File: src/rtl/addr_latched_decoder_pkg.sv
`timescale 1ns/1ps
package addr_latched_decoder_pkg;
    typedef enum logic [1:0] {
        LS_BLANK  = 2'd0,
        LS_FOLLOW = 2'd1,
        LS_HOLD   = 2'd2
    } latch_state_e;
endpackage

File: src/rtl/addr_store_fsm.sv
`timescale 1ns/1ps
module addr_store_fsm
    import addr_latched_decoder_pkg::*;
#(
    parameter int SEL_W = 3
) (
    input  logic             clk,
    input  logic             rst,
    input  logic [SEL_W-1:0] sel,
    input  logic             le_n,
    output logic [SEL_W-1:0] stored,
    output logic             valid
);
    latch_state_e state, next_state;

    // next-state choice: load on low control, freeze on high control
    always_comb begin
        next_state = state;
        unique case (state)
            LS_BLANK:  next_state = le_n ? LS_HOLD : LS_FOLLOW;
            LS_FOLLOW: next_state = le_n ? LS_HOLD : LS_FOLLOW;
            LS_HOLD:   next_state = le_n ? LS_HOLD : LS_FOLLOW;
            default:   next_state = LS_BLANK;
        endcase
    end

    // state register together with the address store
    always_ff @(posedge clk) begin
        if (rst) begin
            state  <= LS_BLANK;
            stored <= '0;
        end else begin
            state <= next_state;
            if (next_state == LS_FOLLOW)
                stored <= sel;
        end
    end

    // outputs of the machine
    always_comb begin
        unique case (state)
            LS_BLANK:  valid = 1'b0;
            LS_FOLLOW: valid = 1'b1;
            LS_HOLD:   valid = 1'b1;
            default:   valid = 1'b0;
        endcase
    end
endmodule

File: src/rtl/onehot_low_decoder.sv
`timescale 1ns/1ps
module onehot_low_decoder #(
    parameter int SEL_W = 3,
    localparam int LINES = 1 << SEL_W
) (
    input  logic [SEL_W-1:0] addr,
    output logic [LINES-1:0] dec_n
);
    for (genvar i = 0; i < LINES; i++) begin : g_line
        assign dec_n[i] = (addr == SEL_W'(i)) ? 1'b0 : 1'b1;
    end
endmodule

File: src/rtl/line_enable_gate.sv
`timescale 1ns/1ps
module line_enable_gate #(
    parameter int LINES = 8
) (
    input  logic [LINES-1:0] dec_n,
    input  logic             valid,
    input  logic             oe_hi,
    input  logic             oe_lo_n,
    output logic [LINES-1:0] y_n
);
    logic pass;
    assign pass = valid & oe_hi & ~oe_lo_n;
    assign y_n  = pass ? dec_n : '1;
endmodule

File: src/rtl/addr_latched_decoder.sv
`timescale 1ns/1ps
module addr_latched_decoder #(
    parameter int SEL_W = 3,
    localparam int LINES = 1 << SEL_W
) (
    input  logic             clk,
    input  logic             rst,
    input  logic [SEL_W-1:0] sel,
    input  logic             le_n,
    input  logic             oe_hi,
    input  logic             oe_lo_n,
    output logic [LINES-1:0] y_n
);
    logic [SEL_W-1:0] stored_addr;
    logic             store_valid;
    logic [LINES-1:0] dec_n;

    addr_store_fsm #(.SEL_W(SEL_W)) u_store (
        .clk    (clk),
        .rst    (rst),
        .sel    (sel),
        .le_n   (le_n),
        .stored (stored_addr),
        .valid  (store_valid)
    );

    onehot_low_decoder #(.SEL_W(SEL_W)) u_dec (
        .addr  (stored_addr),
        .dec_n (dec_n)
    );

    line_enable_gate #(.LINES(LINES)) u_gate (
        .dec_n   (dec_n),
        .valid   (store_valid),
        .oe_hi   (oe_hi),
        .oe_lo_n (oe_lo_n),
        .y_n     (y_n)
    );
endmodule

File: config.mk
export PLATFORM = sky130hd
export DESIGN_NAME = addr_latched_decoder
export DESIGN_NICKNAME = d
export VERILOG_FILES = /design/src/rtl/addr_latched_decoder_pkg.sv /design/src/rtl/addr_store_fsm.sv /design/src/rtl/onehot_low_decoder.sv /design/src/rtl/line_enable_gate.sv /design/src/rtl/addr_latched_decoder.sv
export SDC_FILE = /design/constraint.sdc
export NUM_CORES = 1
export LEC_CHECK = 0
export BUFFER_PORTS_ARGS = -buffer_cell sky130_fd_sc_hd__buf_2
export CAP_MARGIN = 0
export CELL_PAD_IN_SITES_DETAIL_PLACEMENT = 1
export CELL_PAD_IN_SITES_GLOBAL_PLACEMENT = 1
export CORE_AREA = 2 2 39 41
export CTS_CLUSTER_DIAMETER = 50
export DETAILED_ROUTE_END_ITERATION = 6
export DIE_AREA = 0 0 41 43
export PLACE_DENSITY_LB_ADDON = 0.1
export SETUP_SLACK_MARGIN = 0.2
export SLEW_MARGIN = 0
export SYNTH_ARGS = -nofsm -noshare
export SYNTH_HDL_FRONTEND = slang
export SYNTH_SLANG_ARGS = --single-unit
File: constraint.sdc
create_clock -name clk -period 1 [get_ports clk]
set_input_delay 0.05 -clock clk [delete_from_list [all_inputs] [get_ports clk]]
set_output_delay 0.05 -clock clk [all_outputs]
set_load 0.02 [all_outputs]
==> metrics, run 1 <==
die height=43 um; DRT met1 WL=324 um; pre-CTS setup slack=-0.1573 ns; multi-input logic area=232.7 um^2; met2 WL=419 um; Final nets=62; Worst Skew=0.0002044 ns; placed cells=63; area grow syn2layout=110.9%; Sink Count=5; number of diodes=0; initial antenna violation count=0; cts bufs inserted=3; worst path cell trace=ha_4 > and4b_2 > nand3_4 > buf_6; Post-synth ARST share=0%; CP required=0.95 ns; vias per cell=4.559; Mapped Area=252.7 um^2; Sequential cell area=102.6 um^2; Routed Antenna Nets=0; EDFF count, synth=0; DR iter-0 viols=0; status=finished, violations left; top-area cell type share of the netlist area=39.60%; die area=0.001763 mm^2; max layer used=met3; Cell Rows=14; Worst R2R Setup Slack=-0.06 ns; Total Power=0.5437 mW; first-pass GRT wire length=1255 um; Root Driver=clkbuf_4; Worst Tran Pin Value=0.2987 ns; top-count cell post-synth=nand2_1; cts hold-fix bufs=0; Max-Cap Viols=0; CTS tree=yes; IO Count=16; Cell Count, Final, Fillers Out=68; top post-synthesis cells by count=6 x nand2_1, 5 x dfxtp_1, 3 x a21oi_1, 3 x o21ai_0, 3 x or3b_1; number of iterations in the first detailed-routing pass=1; RSZ-0062 raised after global routing=yes; sequential fraction of the synthesis area=39.60%; class of the worst hold path=input pin to flop; Crit-path slowest cell=dfxtp_2; largest net degree at the start of global routing=9; Global Route Usage Sum=10.64%; Die X=41 um; DP Area=427.9 um^2; P_leak=0.2159 nW; fin crit share=137.8%; # port buffers=15; syn nets=39; vias in the first global route=301; fin. max-slew vios=0; routability cong.=0.5365; Vias=310; Worst setup SP type=flop; drt total wl=799 um; YS warnings=0; worst vdd ir=740.4 uV; Synth area leaders=dfxtp_1 40%, or3b_1 10%, nand2_1 8.9%, a21oi_1 5.9%, o21ai_0 5.9%; worst-path fanout max=4; ys flop type=dfxtp_1; Syn Inst Count=30; clock slew at reported path FFs=0.04 ns; Core Util, Final=38.52%; worst skew pair latency=0.23 ns; P per Cell Area=1020 mW/mm^2; minimum clock period=1.378 ns; Final Hold Viols=0; Initial Utilization=18.26%; Fmax=0.7255 GHz; Slew headroom=80.05%; setup ws final=-0.3784 ns; Max H-tree Level=1; CP arrival=1.33 ns; drc violations=0; Max clock buf depth=2; total gr overflow=0; mean routed wirelength per cell=11.75 um; layout cell share with drive strength beyond 1=73.08%; post-synth cell types=13; Post-Syn Area per Cell=8.425 um^2; filler instances=162; Yosys reg bits=5; Synth area leader=dfxtp_1; failing checks=setup timing; Final Instance Area=533.0 um^2; Fin Hold WS=0.05664 ns; Worst setup EP type=output port; core area=0.001384 mm^2; WL met3=56 um; endpoints failing setup=11; Fin Setup TNS=-3.025 ns; worst stage delay on the critical path=0.32 ns; WS Path Type=flop to output port
final timing paths:
kind,start,end,depth (start not counted)
worst max-delay path,u_store.state[0]$_SDFF_PP0_,y_n[7],4
worst min-delay path,le_n,u_store.state[0]$_SDFF_PP0_,2
worst max register to register,u_store.state[1]$_SDFF_PP0_,u_store.stored[0]$_SDFFE_PP0N_,3
worst min register to register,u_store.stored[1]$_SDFFE_PP0N_,u_store.stored[1]$_SDFFE_PP0N_,2
flip-flops by register name, summed over array words and instances, names as in the netlist:
name,count
u_store.state,2
u_store.stored,3
routing by layer:
layer  track usage [%]  vias up
met5                 0        -
met4             4.000        0
met3             3.141        0
met2             17.81       15
met1             11.90      142
li1                  -      153
worst max-delay path: cells and delay by family (launching register included):
family | cells | cell delay (ns)
adders and majority gates | 1 | 0.26
and+or+nand+nor | 2 | 0.39
DFF | 1 | 0.32
buffers and inverters | 1 | 0.13
layout by cell type, fill, tap and decap left out, drive strengths merged:
cell and n:
nor3b 1, or3b 3, nand2 6, nand3 2, nor2 1, dfxtp 5, clkbuf 4, and4b 1
nor3 1, ha 1, nor2b 2, a21oi 3, o21ai 3, buf 18, and4bb 1
cell families (layout without fill, tap and decap cells):
family	Yosys count	after routing	synth area share (%)
buf+inv	0	22	0
simple gates	18	18	43.56
compound gates	6	6	11.88
fa+ha+maj	1	1	4.950
flops	5	5	39.61
timing repair:
item	CTS	global route
buffers inserted	1	0
endpoints found under the setup margin	12	13
pin swaps	5	1
resized for setup	18	3
power by group:
group / switching (mW) / leakage (nW) / internal [mW]
sequential: 0.0110 / 0.0419 / 0.213
clock: 0.0714 / 0.0150 / 0.150
combinational: 0.0490 / 0.159 / 0.0493
total: 0.131 / 0.216 / 0.412
area by class of cell:
type / count / area share, %
clock buffer: 4 / 4.930
timing repair buffer: 18 / 28.40
multi-input combinational: 25 / 43.66
sequential: 5 / 19.25
tap: 16 / 3.756
Power figures use the tool's default switching activity.
==> run 2: changes to the inputs <==
Settings changed: SKIP_CTS_REPAIR_TIMING set to 1.
Clock period 1 ns to 1.2 ns, I/O delays scaled along.
==> run 2 against run 1 <==
Effect of this change: the run still ends with setup timing left; highest routed layer is now met4; sequential power is 17% lower; cell count is 4.4% lower; via count is 5.2% lower; register-to-register slack better by 0.22 ns; power is 20% lower; flip-flop and latch count stayed put; routed wire length is 10% lower; count of clock-buffer cells in the layout stayed put; critical endpoint is now y_n[5]; critical path type unchanged.
==> metrics, run 2 (same netlist as run 1, synthesis figures left out) <==
Slew headroom=84.23%; core area=0.001384 mm^2; Max-Cap Viols=0; status=finished, violations left; worst skew pair latency=0.24 ns; worst-path fanout max=4; P_leak=0.1810 nW; P per Cell Area=934.5 mW/mm^2; Cell Rows=14; largest register by flop count=u_store.stored; Initial Utilization=18.26%; drc violations=0; die area=0.001763 mm^2; CP required=1.14 ns; Worst R2R Setup Slack=0.16 ns; first-pass GRT wire length=1097 um; DP Area=367.9 um^2; layout cell share with drive strength beyond 1=61.22%; Final Hold Viols=0; routability cong.=0.6237; Worst Tran Pin Value=0.2340 ns; fin crit share=114.5%; Worst Skew=0.001956 ns; biggest regs=u_store.stored (3), u_store.state (2); pre-CTS setup slack=0.02247 ns; minimum clock period=1.374 ns; drt total wl=717 um; vias in the first global route=273; Largest register FFs=3; Max clock buf depth=2; DR iter-0 viols=2; Worst setup SP type=flop; endpoints failing setup=8; Fin Hold WS=0.04520 ns; # port buffers=15; die height=43 um; initial antenna violation count=0; class of the worst hold path=input pin to flop; Die X=41 um; worst vdd ir=376.5 uV; number of iterations in the first detailed-routing pass=2; commonest non-fill, non-tap cell in the layout=buf_6; total gr overflow=0; RSZ-0062 raised after global routing=yes; Final nets=59; mean routed wirelength per cell=11.03 um; Worst setup EP type=output port; Core Util, Final=33.82%; Fmax=0.7280 GHz; Vias=294; CTS tree=yes; CP arrival=1.31 ns; Root Driver=clkbuf_4; failing checks=setup timing; Routed Antenna Nets=0; most frequent cells in the layout=8 x buf_6, 7 x buf_2, 4 x nand2_2; Global Route Usage Sum=9.447%; cts bufs inserted=3; clock slew at reported path FFs=0.04 ns; setup ws final=-0.1736 ns; Final Instance Area=467.9 um^2; Sink Count=5; largest net degree at the start of global routing=9; fin. max-slew vios=0; WS Path Type=flop to output port; area grow syn2layout=85.15%; Max H-tree Level=1; vias per cell=4.523; Fin Setup TNS=-1.214 ns; number of diodes=0; IO Count=16
run 2: area by class of cell:
| cell class | instances | area (um^2) |
|---|---|---|
| Timing Repair Buffer | 15 | 125.1 |
| Multi-Input combinational cell | 25 | 193.9 |
| Fill cell | 160 | 915.9 |
| Sequential cell | 5 | 102.6 |
| Clock buffer | 4 | 26.28 |
| Tap cell | 16 | 20.02 |
run 2: through the flow:
stage	instances	power, mW
floorplan	30	0.2174
global placement	61	0.2385
detailed placement	61	0.2425
CTS	65	0.4377
global route	65	0.4679
finish	65	0.4373
run 2: path summary, 6_finish.rpt:
path,start,endpoint,depth (start not counted)
worst max-delay path,u_store.state[0]$_SDFF_PP0_,y_n[5],4
worst min-delay path,rst,u_store.stored[0]$_SDFFE_PP0N_,2
worst max register to register,u_store.state[1]$_SDFF_PP0_,u_store.stored[0]$_SDFFE_PP0N_,3
worst min register to register,u_store.stored[1]$_SDFFE_PP0N_,u_store.stored[1]$_SDFFE_PP0N_,2
run 2: metal layers:
metal / wire length (um) / vias up / GRT usage [%]
met3: 64 / 2 / 3.141
met2: 344 / 14 / 12.81
li1: - / 147 / -
met5: 0 / - / 0
met1: 299 / 131 / 11.29
met4: 8 / 0 / 8.000
run 2: where the power goes:
| group | internal (mW) | switching, mW | total [mW] | leakage (nW) |
|---|---|---|---|---|
| sequential | 0.177 | 0.00995 | 0.187 | 0.0419 |
| combinational | 0.0331 | 0.0302 | 0.0633 | 0.124 |
| clock | 0.125 | 0.0614 | 0.187 | 0.0150 |
| total | 0.336 | 0.102 | 0.437 | 0.181 |
run 2: worst max-delay path, cell delays in order, from the launching register on:
cell and delay [ns]:
dfxtp_2 0.32, ha_4 0.25, and4bb_4 0.28, nand3_2 0.09, buf_6 0.14
